===== config.mk =====
export PLATFORM = sky130hd
export DESIGN_NAME = spim_core
export DESIGN_NICKNAME = d
export VERILOG_FILES = /design/src/rtl/spim_pkg.sv /design/src/rtl/spim_fifo.sv /design/src/rtl/spim_clkdiv.sv /design/src/rtl/spim_shifter.sv /design/src/rtl/spim_core.sv
export SDC_FILE = /design/constraint.sdc
export NUM_CORES = 2
export LEC_CHECK = 0
export CAP_MARGIN = 0
export CORE_MARGIN = 10
export CORE_UTILIZATION = 68
export DETAILED_ROUTE_END_ITERATION = 10
export PLACE_DENSITY = 0.91
export SLEW_MARGIN = 0
export SYNTH_ARGS = -nofsm -noshare
export SYNTH_HDL_FRONTEND = slang
export SYNTH_SLANG_ARGS = --single-unit

===== constraint.sdc =====
create_clock -name clk -period 12.4 [get_ports clk]
set_input_delay 2.48 -clock clk [delete_from_list [all_inputs] [get_ports clk]]
set_output_delay 2.48 -clock clk [all_outputs]
set_load 0.02 [all_outputs]

===== src/rtl/spim_pkg.sv =====
package spim_pkg;
  localparam int unsigned WORD_W = 32;
  localparam int unsigned ADDR_W = 5;
  localparam int unsigned NUM_CS = 4;
  localparam int unsigned SEL_W  = 2;
  localparam int unsigned LEN_W  = 5;
  localparam int unsigned PRE_W  = 4;
  localparam int unsigned POST_W = 4;

  // register offsets decoded by software
  localparam logic [ADDR_W-1:0] OFS_RXD  = 5'h00;
  localparam logic [ADDR_W-1:0] OFS_TXD  = 5'h04;
  localparam logic [ADDR_W-1:0] OFS_CTRL = 5'h08;
  localparam logic [ADDR_W-1:0] OFS_CFG  = 5'h0C;
  localparam logic [ADDR_W-1:0] OFS_IEN  = 5'h10;
  localparam logic [ADDR_W-1:0] OFS_STAT = 5'h18;

  // control word fields
  localparam int unsigned CB_EN   = 0;
  localparam int unsigned CB_XCH  = 2;
  localparam int unsigned CB_POST = 8;
  localparam int unsigned CB_PRE  = 12;
  localparam int unsigned CB_SEL  = 18;
  localparam int unsigned CB_LEN  = 20;

  // channel setup nibbles
  localparam int unsigned FB_PHA  = 0;
  localparam int unsigned FB_POL  = 4;
  localparam int unsigned FB_HOLD = 8;
  localparam int unsigned FB_CSHI = 12;

  // status / mask bits
  localparam int unsigned SB_TXE = 0;
  localparam int unsigned SB_RXR = 3;

  typedef enum logic [1:0] {
    ENG_IDLE  = 2'd0,
    ENG_SHIFT = 2'd1,
    ENG_GAP   = 2'd2
  } eng_state_e;
endpackage


===== src/rtl/spim_fifo.sv =====
module spim_fifo #(
  parameter int unsigned W     = 32,
  parameter int unsigned DEPTH = 64
) (
  input  logic         clk,
  input  logic         rst_n,
  input  logic         push,
  input  logic [W-1:0] push_data,
  input  logic         pop,
  output logic [W-1:0] rd_data,
  output logic         empty,
  output logic         full
);
  localparam int unsigned PW = (DEPTH > 1) ? $clog2(DEPTH) : 1;
  localparam int unsigned CW = $clog2(DEPTH + 1);

  logic [W-1:0]  mem [DEPTH];
  logic [PW-1:0] wp_q, wp_d, rp_q, rp_d;
  logic [CW-1:0] cnt_q, cnt_d;
  logic          do_push, do_pop;

  assign full    = (cnt_q == CW'(DEPTH));
  assign empty   = (cnt_q == '0);
  assign do_push = push && !full;
  assign do_pop  = pop && !empty;
  assign rd_data = empty ? '0 : mem[rp_q];

  always_comb begin
    wp_d  = wp_q;
    rp_d  = rp_q;
    cnt_d = cnt_q;
    if (do_push) wp_d = (wp_q == PW'(DEPTH - 1)) ? '0 : wp_q + 1'b1;
    if (do_pop)  rp_d = (rp_q == PW'(DEPTH - 1)) ? '0 : rp_q + 1'b1;
    case ({do_push, do_pop})
      2'b10:   cnt_d = cnt_q + 1'b1;
      2'b01:   cnt_d = cnt_q - 1'b1;
      default: cnt_d = cnt_q;
    endcase
  end

  always_ff @(posedge clk or negedge rst_n) begin
    if (!rst_n) begin
      wp_q  <= '0;
      rp_q  <= '0;
      cnt_q <= '0;
    end else if (do_push || do_pop) begin
      wp_q  <= wp_d;
      rp_q  <= rp_d;
      cnt_q <= cnt_d;
    end
  end

  always_ff @(posedge clk) begin
    if (do_push) mem[wp_q] <= push_data;
  end


  fifo_no_overflow_chk: assert property (@(posedge clk) disable iff (!rst_n)
    (full && push && !pop) |=> (full && $stable(cnt_q)));


  fifo_drain_chk: assert property (@(posedge clk) disable iff (!rst_n)
    (cnt_q == CW'(1) && pop && !push) |=> empty);
endmodule


===== src/rtl/spim_clkdiv.sv =====
module spim_clkdiv #(
  parameter int unsigned DIV_W  = 20,
  parameter int unsigned PRE_W  = 4,
  parameter int unsigned POST_W = 4
) (
  input  logic              clk,
  input  logic              rst_n,
  input  logic              run,
  input  logic [PRE_W-1:0]  pre,
  input  logic [POST_W-1:0] post,
  output logic              tick
);
  logic [DIV_W-1:0] span, limit;
  logic [DIV_W-1:0] cnt_q, cnt_d;

  assign span  = (DIV_W'(pre) + DIV_W'(1)) << post;
  assign limit = span - DIV_W'(1);
  assign tick  = run && (cnt_q == limit);

  always_comb begin
    if (!run || tick) cnt_d = '0;
    else              cnt_d = cnt_q + 1'b1;
  end

  always_ff @(posedge clk or negedge rst_n) begin
    if (!rst_n) cnt_q <= '0;
    else        cnt_q <= cnt_d;
  end


  div_tick_spacing_chk: assert property (@(posedge clk) disable iff (!rst_n)
    (tick && limit != '0) |=> (!tick || limit == '0));
endmodule


===== src/rtl/spim_shifter.sv =====
module spim_shifter
  import spim_pkg::*;
#(
  parameter int unsigned W     = 32,
  parameter int unsigned LEN_W = 5
) (
  input  logic             clk,
  input  logic             rst_n,
  input  logic             go,
  input  logic             cpol,
  input  logic             cpha,
  input  logic             hold,
  input  logic [LEN_W-1:0] len_m1,
  input  logic             tick,
  input  logic             tx_empty,
  input  logic [W-1:0]     tx_data,
  input  logic             rx_full,
  input  logic             miso,
  output logic             tx_pop,
  output logic             rx_push,
  output logic [W-1:0]     rx_data,
  output logic             sclk,
  output logic             mosi,
  output logic             cs_act,
  output logic             idle
);
  localparam int unsigned CNT_W = LEN_W + 1;

  eng_state_e       st_q, st_d;
  logic [CNT_W-1:0] edge_q, edge_d;
  logic [LEN_W-1:0] len_q, len_d;
  logic [W-1:0]     txs_q, txs_d, rxs_q, rxs_d;
  logic             mosi_q, mosi_d, sclk_q, sclk_d, cs_q, cs_d;
  logic [LEN_W-1:0] shamt;
  logic [W-1:0]     aligned, rx_next;
  logic             can_start, last_edge, sample_now, load;

  assign shamt      = LEN_W'(W - 1) - len_m1;
  assign aligned    = tx_data << shamt;
  assign can_start  = go && !tx_empty && !rx_full;
  assign last_edge  = (edge_q == {len_q, 1'b1});
  assign sample_now = (~edge_q[0]) ^ cpha;
  assign rx_next    = sample_now ? {rxs_q[W-2:0], miso} : rxs_q;

  always_comb begin
    st_d    = st_q;
    edge_d  = edge_q;
    len_d   = len_q;
    txs_d   = txs_q;
    rxs_d   = rxs_q;
    mosi_d  = mosi_q;
    sclk_d  = sclk_q;
    cs_d    = cs_q;
    load    = 1'b0;
    rx_push = 1'b0;
    case (st_q)
      ENG_IDLE: begin
        sclk_d = cpol;
        if (can_start) load = 1'b1;
        else           cs_d = 1'b0;
      end
      ENG_SHIFT: begin
        if (tick) begin
          sclk_d = ~sclk_q;
          if (sample_now) rxs_d = rx_next;
          else begin
            mosi_d = txs_q[W-1];
            txs_d  = txs_q << 1;
          end
          if (last_edge) begin
            rx_push = 1'b1;
            st_d    = ENG_GAP;
            if (!hold) cs_d = 1'b0;
          end else begin
            edge_d = edge_q + 1'b1;
          end
        end
      end
      ENG_GAP: begin
        if (tick) begin
          if (can_start) load = 1'b1;
          else begin
            st_d = ENG_IDLE;
            cs_d = 1'b0;
          end
        end
      end
      default: st_d = ENG_IDLE;
    endcase
    if (load) begin
      st_d   = ENG_SHIFT;
      edge_d = '0;
      len_d  = len_m1;
      txs_d  = cpha ? aligned : (aligned << 1);
      mosi_d = aligned[W-1];
      rxs_d  = '0;
      cs_d   = 1'b1;
      sclk_d = cpol;
    end
  end

  always_ff @(posedge clk or negedge rst_n) begin
    if (!rst_n) begin
      st_q   <= ENG_IDLE;
      edge_q <= '0;
      len_q  <= '0;
      txs_q  <= '0;
      rxs_q  <= '0;
      mosi_q <= 1'b0;
      sclk_q <= 1'b0;
      cs_q   <= 1'b0;
    end else begin
      st_q   <= st_d;
      edge_q <= edge_d;
      len_q  <= len_d;
      txs_q  <= txs_d;
      rxs_q  <= rxs_d;
      mosi_q <= mosi_d;
      sclk_q <= sclk_d;
      cs_q   <= cs_d;
    end
  end

  assign tx_pop  = load;
  assign rx_data = rx_next;
  assign sclk    = sclk_q;
  assign mosi    = mosi_q;
  assign cs_act  = cs_q;
  assign idle    = (st_q == ENG_IDLE);


  edge_bound_chk: assert property (@(posedge clk) disable iff (!rst_n)
    (st_q == ENG_SHIFT) |-> (edge_q <= {len_q, 1'b1}));


  cs_during_shift_chk: assert property (@(posedge clk) disable iff (!rst_n)
    (st_q == ENG_SHIFT) |-> cs_q);


  sclk_steady_chk: assert property (@(posedge clk) disable iff (!rst_n)
    (st_q == ENG_SHIFT && !tick) |=> $stable(sclk_q));


  push_then_gap_chk: assert property (@(posedge clk) disable iff (!rst_n)
    rx_push |=> (st_q == ENG_GAP));
endmodule


===== src/rtl/spim_core.sv =====
module spim_core
  import spim_pkg::*;
#(
  parameter int unsigned FIFO_DEPTH = 64,
  parameter int unsigned DIV_W      = 20
) (
  input  logic              clk,
  input  logic              rst_n,
  input  logic              bus_req,
  input  logic              bus_wr,
  input  logic [ADDR_W-1:0] bus_addr,
  input  logic [WORD_W-1:0] bus_wdata,
  output logic [WORD_W-1:0] bus_rdata,
  output logic              irq,
  output logic              sclk,
  output logic              mosi,
  input  logic              miso,
  output logic [NUM_CS-1:0] cs_o
);
  // reset: asserted asynchronously, released through two flops
  logic rst_s1_q, rst_s2_q, rst_ni;
  always_ff @(posedge clk or negedge rst_n) begin
    if (!rst_n) {rst_s2_q, rst_s1_q} <= 2'b00;
    else        {rst_s2_q, rst_s1_q} <= {rst_s1_q, 1'b1};
  end
  assign rst_ni = rst_s2_q;

  logic [WORD_W-1:0] ctrl_q, ctrl_d, cfg_q, ien_q;
  logic              ctrl_we, cfg_we, ien_we, tx_we, rx_re;
  logic              xch_done;
  logic              tx_empty, tx_full, rx_empty, rx_full;
  logic              tx_pop, rx_push, eng_idle, eng_cs, tick;
  logic [WORD_W-1:0] tx_head, rx_word, rx_head;
  logic [SEL_W-1:0]  sel;
  logic [NUM_CS-1:0] pha_v, pol_v, hold_v, cshi_v, cs_on;
  logic [WORD_W-1:0] stat_w;

  assign ctrl_we = bus_req && bus_wr && (bus_addr == OFS_CTRL);
  assign cfg_we  = bus_req && bus_wr && (bus_addr == OFS_CFG);
  assign ien_we  = bus_req && bus_wr && (bus_addr == OFS_IEN);
  assign tx_we   = bus_req && bus_wr && (bus_addr == OFS_TXD);
  assign rx_re   = bus_req && !bus_wr && (bus_addr == OFS_RXD);

  assign xch_done = ctrl_q[CB_XCH] && ctrl_q[CB_EN] && eng_idle && tx_empty;

  always_comb begin
    ctrl_d = ctrl_q;
    if (xch_done) ctrl_d[CB_XCH] = 1'b0;
    if (ctrl_we) begin
      ctrl_d         = bus_wdata;
      ctrl_d[CB_XCH] = bus_wdata[CB_XCH] | (ctrl_q[CB_XCH] & ~xch_done);
    end
  end

  always_ff @(posedge clk or negedge rst_ni) begin
    if (!rst_ni) begin
      ctrl_q <= '0;
      cfg_q  <= '0;
      ien_q  <= '0;
    end else begin
      if (ctrl_we || xch_done) ctrl_q <= ctrl_d;
      if (cfg_we)              cfg_q  <= bus_wdata;
      if (ien_we)              ien_q  <= bus_wdata;
    end
  end

  assign sel    = ctrl_q[CB_SEL +: SEL_W];
  assign pha_v  = cfg_q[FB_PHA  +: NUM_CS];
  assign pol_v  = cfg_q[FB_POL  +: NUM_CS];
  assign hold_v = cfg_q[FB_HOLD +: NUM_CS];
  assign cshi_v = cfg_q[FB_CSHI +: NUM_CS];

  spim_fifo #(.W(WORD_W), .DEPTH(FIFO_DEPTH)) u_txq (
    .clk(clk), .rst_n(rst_ni), .push(tx_we), .push_data(bus_wdata),
    .pop(tx_pop), .rd_data(tx_head), .empty(tx_empty), .full(tx_full)
  );

  spim_fifo #(.W(WORD_W), .DEPTH(FIFO_DEPTH)) u_rxq (
    .clk(clk), .rst_n(rst_ni), .push(rx_push), .push_data(rx_word),
    .pop(rx_re), .rd_data(rx_head), .empty(rx_empty), .full(rx_full)
  );

  spim_clkdiv #(.DIV_W(DIV_W), .PRE_W(PRE_W), .POST_W(POST_W)) u_div (
    .clk(clk), .rst_n(rst_ni), .run(!eng_idle),
    .pre(ctrl_q[CB_PRE +: PRE_W]), .post(ctrl_q[CB_POST +: POST_W]),
    .tick(tick)
  );

  spim_shifter #(.W(WORD_W), .LEN_W(LEN_W)) u_eng (
    .clk(clk), .rst_n(rst_ni),
    .go(ctrl_q[CB_EN] && ctrl_q[CB_XCH]),
    .cpol(pol_v[sel]), .cpha(pha_v[sel]), .hold(hold_v[sel]),
    .len_m1(ctrl_q[CB_LEN +: LEN_W]), .tick(tick),
    .tx_empty(tx_empty), .tx_data(tx_head), .rx_full(rx_full), .miso(miso),
    .tx_pop(tx_pop), .rx_push(rx_push), .rx_data(rx_word),
    .sclk(sclk), .mosi(mosi), .cs_act(eng_cs), .idle(eng_idle)
  );

  for (genvar g = 0; g < NUM_CS; g++) begin : g_cs
    assign cs_on[g] = eng_cs && (sel == SEL_W'(g));
    assign cs_o[g]  = cs_on[g] ? cshi_v[g] : ~cshi_v[g];
  end

  always_comb begin
    stat_w         = '0;
    stat_w[SB_TXE] = tx_empty;
    stat_w[SB_RXR] = !rx_empty;
  end

  always_comb begin
    case (bus_addr)
      OFS_RXD:  bus_rdata = rx_head;
      OFS_CTRL: bus_rdata = ctrl_q;
      OFS_CFG:  bus_rdata = cfg_q;
      OFS_IEN:  bus_rdata = ien_q;
      OFS_STAT: bus_rdata = stat_w;
      default:  bus_rdata = '0;
    endcase
  end

  assign irq = (ien_q[SB_TXE] && tx_empty) || (ien_q[SB_RXR] && !rx_empty);


  xch_selfclear_chk: assert property (@(posedge clk) disable iff (!rst_ni)
    (ctrl_q[CB_XCH] && ctrl_q[CB_EN] && eng_idle && tx_empty &&
     !(ctrl_we && bus_wdata[CB_XCH])) |=> !ctrl_q[CB_XCH]);


  cs_only_busy_chk: assert property (@(posedge clk) disable iff (!rst_ni)
    (|cs_on) |-> !eng_idle);


  disabled_quiet_chk: assert property (@(posedge clk) disable iff (!rst_ni)
    (!ctrl_q[CB_EN] && eng_idle) |=> eng_idle);


  tx_drop_chk: assert property (@(posedge clk) disable iff (!rst_ni)
    (tx_full && tx_we && !tx_pop) |=> tx_full);
endmodule


==> results of run 1 <==
-- metrics by stage --
| step | hold WS (ps) | area (sq um) | setup slack [ps] | std cells |
|---|---|---|---|---|
| after CTS | 321 | 191000 | 3220 | 11800 |
| after global placement | 337 | 178000 | 4100 | 11100 |
| after floorplan | 331 | 172000 | 5340 | 7916 |
| after detailed placement | 340 | 178000 | 4120 | 11100 |
-- kinds of logic after synthesis --
| family | count (synthesis) |
|---|---|
| buffers and inverters | 501 |
| AO/OA/AOI/OAI | 453 |
| flip-flops | 4332 |
| XOR/XNOR | 72 |
| adder cells (fa/ha/maj) | 18 |
| multiplexers | 1625 |
| other | 1 |
| AND/OR/NAND/NOR | 914 |
==> insert_results.sql, run 1 <==
INSERT INTO impl_metrics (metric_group, metric, value, unit) VALUES
('outcome', 'status', 'did not finish', ''),
('floorplan', 'die-height', '522', 'um'),
('floorplan', 'fp-row-count', '184', ''),
('floorplan', 'width_of_the_die', '522', 'um'),
('yosys', 'combinational_family_with_the_most_area_after_synthesis', 'multiplexers', ''),
('yosys', 'muxShareOfSynthArea', '0.189', ''),
('grt', 'grt_max_degree', '142', ''),
('yosys', 'synth_compound_area_frac', '0.0187', ''),
('grt', 'grt_antenna_before_repair', '135', ''),
('yosys', 'synth_area_per_cell', '21.7', 'sq um'),
('floorplan', 'number_of_placed_i_o_pins', '81', ''),
('yosys', 'synth_simple_gate_area_share', '0.0248', ''),
('yosys', 'netlist_area_before_placement', '172000', 'sq um'),
('yosys', 'synth_top_cell_area_share', '0.716', ''),
('clock_tree', 'tritoncts.num_buffers', '414', ''),
('yosys', 'flop_and_latch_count_out_of_synthesis', '4332', ''),
('clock_tree', 'htree_num_levels', '5', ''),
('yosys', 'ys_top_cells_by_count', 'edfxtp_1 (4096), mux4_2 (1273), clkbuf_1 (283), nand2_1 (278), nor2_1 (272)', ''),
('clock_tree', 'postCtsSetupRepairBufs', '0', ''),
('clock_tree', 'post_cts.resized_instances', '0', ''),
('place', 'dp_hpwl', '333000', 'um'),
('yosys', 'synth_enable_flop_cells', '4096', ''),
('yosys', 'synth_top_area_cell', 'edfxtp_1', ''),
('yosys', 'yosys.area_share.xor_xnor', '0.00378', ''),
('yosys', 'synth_cells', '7916', ''),
('yosys', 'adder_cell_area_share_of_the_yosys_netlist', '0.00136', ''),
('place', 'portBuffers', '80', ''),
('outcome', 'flow.stopped_at', 'global routing', ''),
('yosys', 'yosysMostFrequentCell', 'edfxtp_1', ''),
('yosys', 'synthesis.nets', '7976', ''),
('yosys', 'postSynth.asyncResetShare', '0.0545', ''),
('clock_tree', 'cts-hold-fix-buffers', '0', ''),
('yosys', 'ys_seq_area_frac', '0.751', ''),
('clock_tree', 'ctsLongestPathBuffers', '4', ''),
('clock_tree', 'clock_tree.root_cell', 'clkbuf_16', ''),
('yosys', 'synth_area_leaders', 'edfxtp_1 (72%), mux4_2 (17%), dfrtp_1 (3.4%)', ''),
('yosys', 'ys.flop_type', 'edfxtp_1', ''),
('outcome', 'error_line', '[ERROR GRT-0228] Horizontal edge usage exceeds the maximum allowed. (35, 2) usage=65535 limit=3200', ''),
('yosys', 'synth.yosys.warnings', '0', ''),
('clock_tree', 'number_of_clock_sinks_seen_by_cts', '4332', ''),
('floorplan', 'effective_utilization_at_floorplan', '0.683', ''),
('yosys', 'ys_types', '103', ''),
('place', 'place_congestion', '0.914', '');
==> run 2: changes to the inputs <==
CORE_UTILIZATION = 40   (was 68)
PLACE_DENSITY = default   (was 0.91)
PLACE_DENSITY_LB_ADDON = 0.15   (was default)
==> insert_results.sql, run 2 <==
INSERT INTO impl_metrics (metric_group, metric, value, unit) VALUES
('clock_tree', 'tritoncts', 'yes', ''),
('sta', 'maxClockFrequency', '111', 'MHz'),
('sta', 'portion_of_the_clock_cycle_consumed_by_the_worst_path_in_the_final_layout', '0.726', ''),
('grt', 'grt_antenna_before_repair', '30', ''),
('power_and_ir_drop', 'power_per_unit_of_standard_cell_area', '167', 'nW/um^2'),
('sta', 'tns', '0', 'ps'),
('clock_tree', 'cts-hold-fix-buffers', '0', ''),
('routing', 'vias', '84200', ''),
('worst_setup_path', 'max_incr_delay_on_cp', '910', 'ps'),
('flow_run', 'drv_cap', '0', ''),
('power_and_ir_drop', 'power.leakage', '55.0', 'nW'),
('yosys', 'synth_enable_flop_cells', '4096', ''),
('yosys', 'synth_top_area_cell', 'edfxtp_1', ''),
('hold_path', 'type_of_the_worst_min_delay_path', 'reg2async', ''),
('yosys', 'flop_and_latch_count_out_of_synthesis', '4332', ''),
('clock_tree', 'htree_num_levels', '5', ''),
('sta', 'period_needed', '9000', 'ps'),
('yosys', 'synth_area_leaders', 'edfxtp_1 (72%), mux4_2 (17%), dfrtp_1 (3.4%)', ''),
('place', 'dp_hpwl', '277000', 'um'),
('routing', 'viasPerCell', '5.88', ''),
('clock_tree', 'clock_tree.root_cell', 'clkbuf_16', ''),
('worst_setup_path', 'cp_top_family', 'multiplexers', ''),
('floorplan', 'die-height', '675', 'um'),
('place', 'pre_cts_ws', '4080', 'ps'),
('grt', 'first_global_vias', '87300', ''),
('cells_and_area', 'final_common_cell', 'edfxtp_1', ''),
('worst_setup_path', 'worst_r2r_startpoint', 'ctrl_q[12]', ''),
('cells_and_area', 'layout.filler_cells', '35700', ''),
('sta', 'worst_clock_skew_on_the_final_layout', '46.6', 'ps'),
('cells_and_area', 'fraction_of_final_layout_cells_sized_beyond_drive_strength_1', '0.298', ''),
('yosys', 'synth_top_cell_area_share', '0.716', ''),
('power_and_ir_drop', 'irDropWorstVdd', '0.114', 'mV'),
('worst_setup_path', 'maximum_fanout_along_the_worst_path', '32', ''),
('worst_setup_path', 'reg2regPathDepth', '24', ''),
('floorplan', 'overall_die_area', '456000', 'sq um'),
('worst_setup_path', 'rr_endpoint', 'u_txq.cnt_q[5]', ''),
('yosys', 'synth_area_per_cell', '21.7', 'sq um'),
('floorplan', 'effective_utilization_at_floorplan', '0.402', ''),
('worst_setup_path', 'worst_setup_path_end_kind', 'output pin', ''),
('worst_setup_path', 'crit_path_top_delay_cell', 'dfrtp_4', ''),
('yosys', 'ys_seq_area_frac', '0.751', ''),
('worst_setup_path', 'critical_path_class', 'reg2out', ''),
('sta', 'setup_repair_after_global_routing_missed_its_margin', 'false', ''),
('routing', 'detailed_route_drc_error_count', '0', ''),
('clock_tree', 'path_clk_slew', '70', 'ps'),
('sta', 'hold_viol_final', '0', ''),
('yosys', 'ys_types', '103', ''),
('sta', 'maxSlewHeadroom', '0.0671', ''),
('clock_tree', 'number_of_clock_sinks_seen_by_cts', '4332', ''),
('yosys', 'synth_cells', '7916', ''),
('cells_and_area', 'layout_top_registers', 'u_rxq.mem (2048), u_txq.mem (2048)', ''),
('routing', 'drt-pass1-iter-count', '6', ''),
('worst_setup_path', 'reg2reg_setup_slack', '3950', 'ps'),
('sta', 'setup_violations', '0', ''),
('sta', 'slew_viol_final', '0', ''),
('yosys', 'synth.yosys.warnings', '0', ''),
('place', 'portBuffers', '80', ''),
('yosys', 'netlist_area_before_placement', '172000', 'sq um'),
('yosys', 'yosysMostFrequentCell', 'edfxtp_1', ''),
('floorplan', 'width_of_the_die', '675', 'um'),
('routing', 'routed_wl', '502000', 'um'),
('worst_setup_path', 'cp.arrival', '6520', 'ps'),
('routing', 'initialDrtViolationCount', '9668', ''),
('worst_setup_path', 'critical_path_cell_list', 'buf_4 -> buf_4 -> mux4_2 -> mux4_2 -> mux2i_1 -> nor2_1 -> a21oi_1 -> o221ai_1 -> clkdlybuf4s50_1', ''),
('clock_tree', 'tritoncts.num_buffers', '441', ''),
('yosys', 'ys.flop_type', 'edfxtp_1', ''),
('yosys', 'synthesis.nets', '7976', ''),
('place', 'place_congestion', '0.812', ''),
('outcome', 'status', 'finished clean', ''),
('floorplan', 'fp-row-count', '240', ''),
('cells_and_area', 'nNetsFinal', '8319', ''),
('sta', 'worst_pin_slew', '1400', 'ps'),
('clock_tree', 'post_cts.resized_instances', '0', ''),
('worst_setup_path', 'critPathBufInv', '3', ''),
('cells_and_area', 'postLayoutCoreUtil', '0.456', ''),
('clock_tree', 'postCtsSetupRepairBufs', '0', ''),
('worst_setup_path', 'startpoint_type', 'flop', ''),
('cells_and_area', 'stdcell_area', '195000', 'sq um'),
('grt', 'grt_max_degree', '165', ''),
('clock_tree', 'worstSkewPairLatency', '1000', 'ps'),
('sta', 'timing.final.ws_setup', '3400', 'ps'),
('place', 'dpl_cell_area', '181000', 'sq um'),
('grt', 'wire_length_of_the_first_global_routing_pass', '701000', 'um'),
('routing', 'route.detailed.wl_per_inst', '35.0', 'um'),
('grt', 'gr-usage-all-layers', '0.217', ''),
('grt', 'grt.overflow.total', '0', ''),
('floorplan', 'number_of_placed_i_o_pins', '81', ''),
('worst_setup_path', 'critical_path_rt', '9920', 'ps'),
('floorplan', 'core_footprint', '427000', 'sq um'),
('sta', 'fin_worst_hold_slack', '196', 'ps'),
('clock_tree', 'ctsLongestPathBuffers', '4', ''),
('yosys', 'postSynth.asyncResetShare', '0.0545', ''),
('cells_and_area', 'most-common-layout-cells', 'edfxtp_1 (4096), mux4_2 (1273), clkbuf_16 (449)', ''),
('routing', 'drtAntennaViolNets', '0', ''),
('cells_and_area', 'layout-area-overhead-vs-synth', '13.5', '%'),
('worst_setup_path', 'worstSetupPathDepth', '9', ''),
('yosys', 'ys_top_cells_by_count', 'edfxtp_1 (4096), mux4_2 (1273), clkbuf_1 (283), nand2_1 (278), nor2_1 (272)', '');
run 2: cell counts after synthesis:
No cell type changed its count.
run 2: how the worst max path moves through the flow:
stage | start | endpoint | slack, ps
after CTS | u_rxq.rp_q[0] | bus_rdata[15] | 3270
after floorplan | rst_ni | cfg_q[0] | 5340
final | u_rxq.rp_q[0] | bus_rdata[15] | 3400
after detailed placement | ctrl_q[12] | u_txq.cnt_q[5] | 4080
after global routing | u_rxq.rp_q[0] | bus_rdata[15] | 3230
after global placement | ctrl_q[12] | u_txq.cnt_q[5] | 3940
run 2: metrics by stage:
stage	cells	power, W
floorplan	7916	0.0189
global placement	13500	0.0200
detailed placement	13500	0.0200
CTS	14300	0.0328
global route	14300	0.0336
finish	14300	0.0325
run 2: layout make-up:
class / instances / area (sq um) / share of cell area
repair buffers: 361 / 2930 / 0.0151
well taps: 5687 / 7120 / 0.0365
flip-flops and latches: 4332 / 129000 / 0.662
clock buffers: 563 / 11800 / 0.0605
clock inverters: 244 / 2050 / 0.0105
multi-input cells: 3083 / 41800 / 0.215
diodes: 7 / 17.5 / 0.0000899
inverters: 40 / 160 / 0.000822
run 2: logic make-up (layout without fill, tap and decap cells):
kind of cell,count (synthesis),count (layout),synth area share
other,1,8,0.0000218
AND/OR/NAND/NOR,914,914,0.0248
adder cells (fa/ha/maj),18,18,0.00136
multiplexers,1625,1625,0.189
flip-flops,4332,4332,0.751
AO/OA/AOI/OAI,453,453,0.0187
buffers and inverters,501,1208,0.0116
XOR/XNOR,72,72,0.00378
run 2: power breakdown:
part	switching (W)	total, W	internal, W
logic	0.00193	0.00342	0.00149
clock network	0.00561	0.0129	0.00729
registers	0.000156	0.0162	0.0160
run 2: metal layers:
layer | GRT usage | share of wire | up-vias
li1 | - | - | 34000
met1 | 0.289 | 0.40 | 46600
met2 | 0.378 | 0.51 | 2840
met3 | 0.0237 | 0.052 | 694
met4 | 0.0639 | 0.033 | 6
met5 | 0 | 0.000082 | -
No activity file was read; power rests on OpenSTA's default activity.
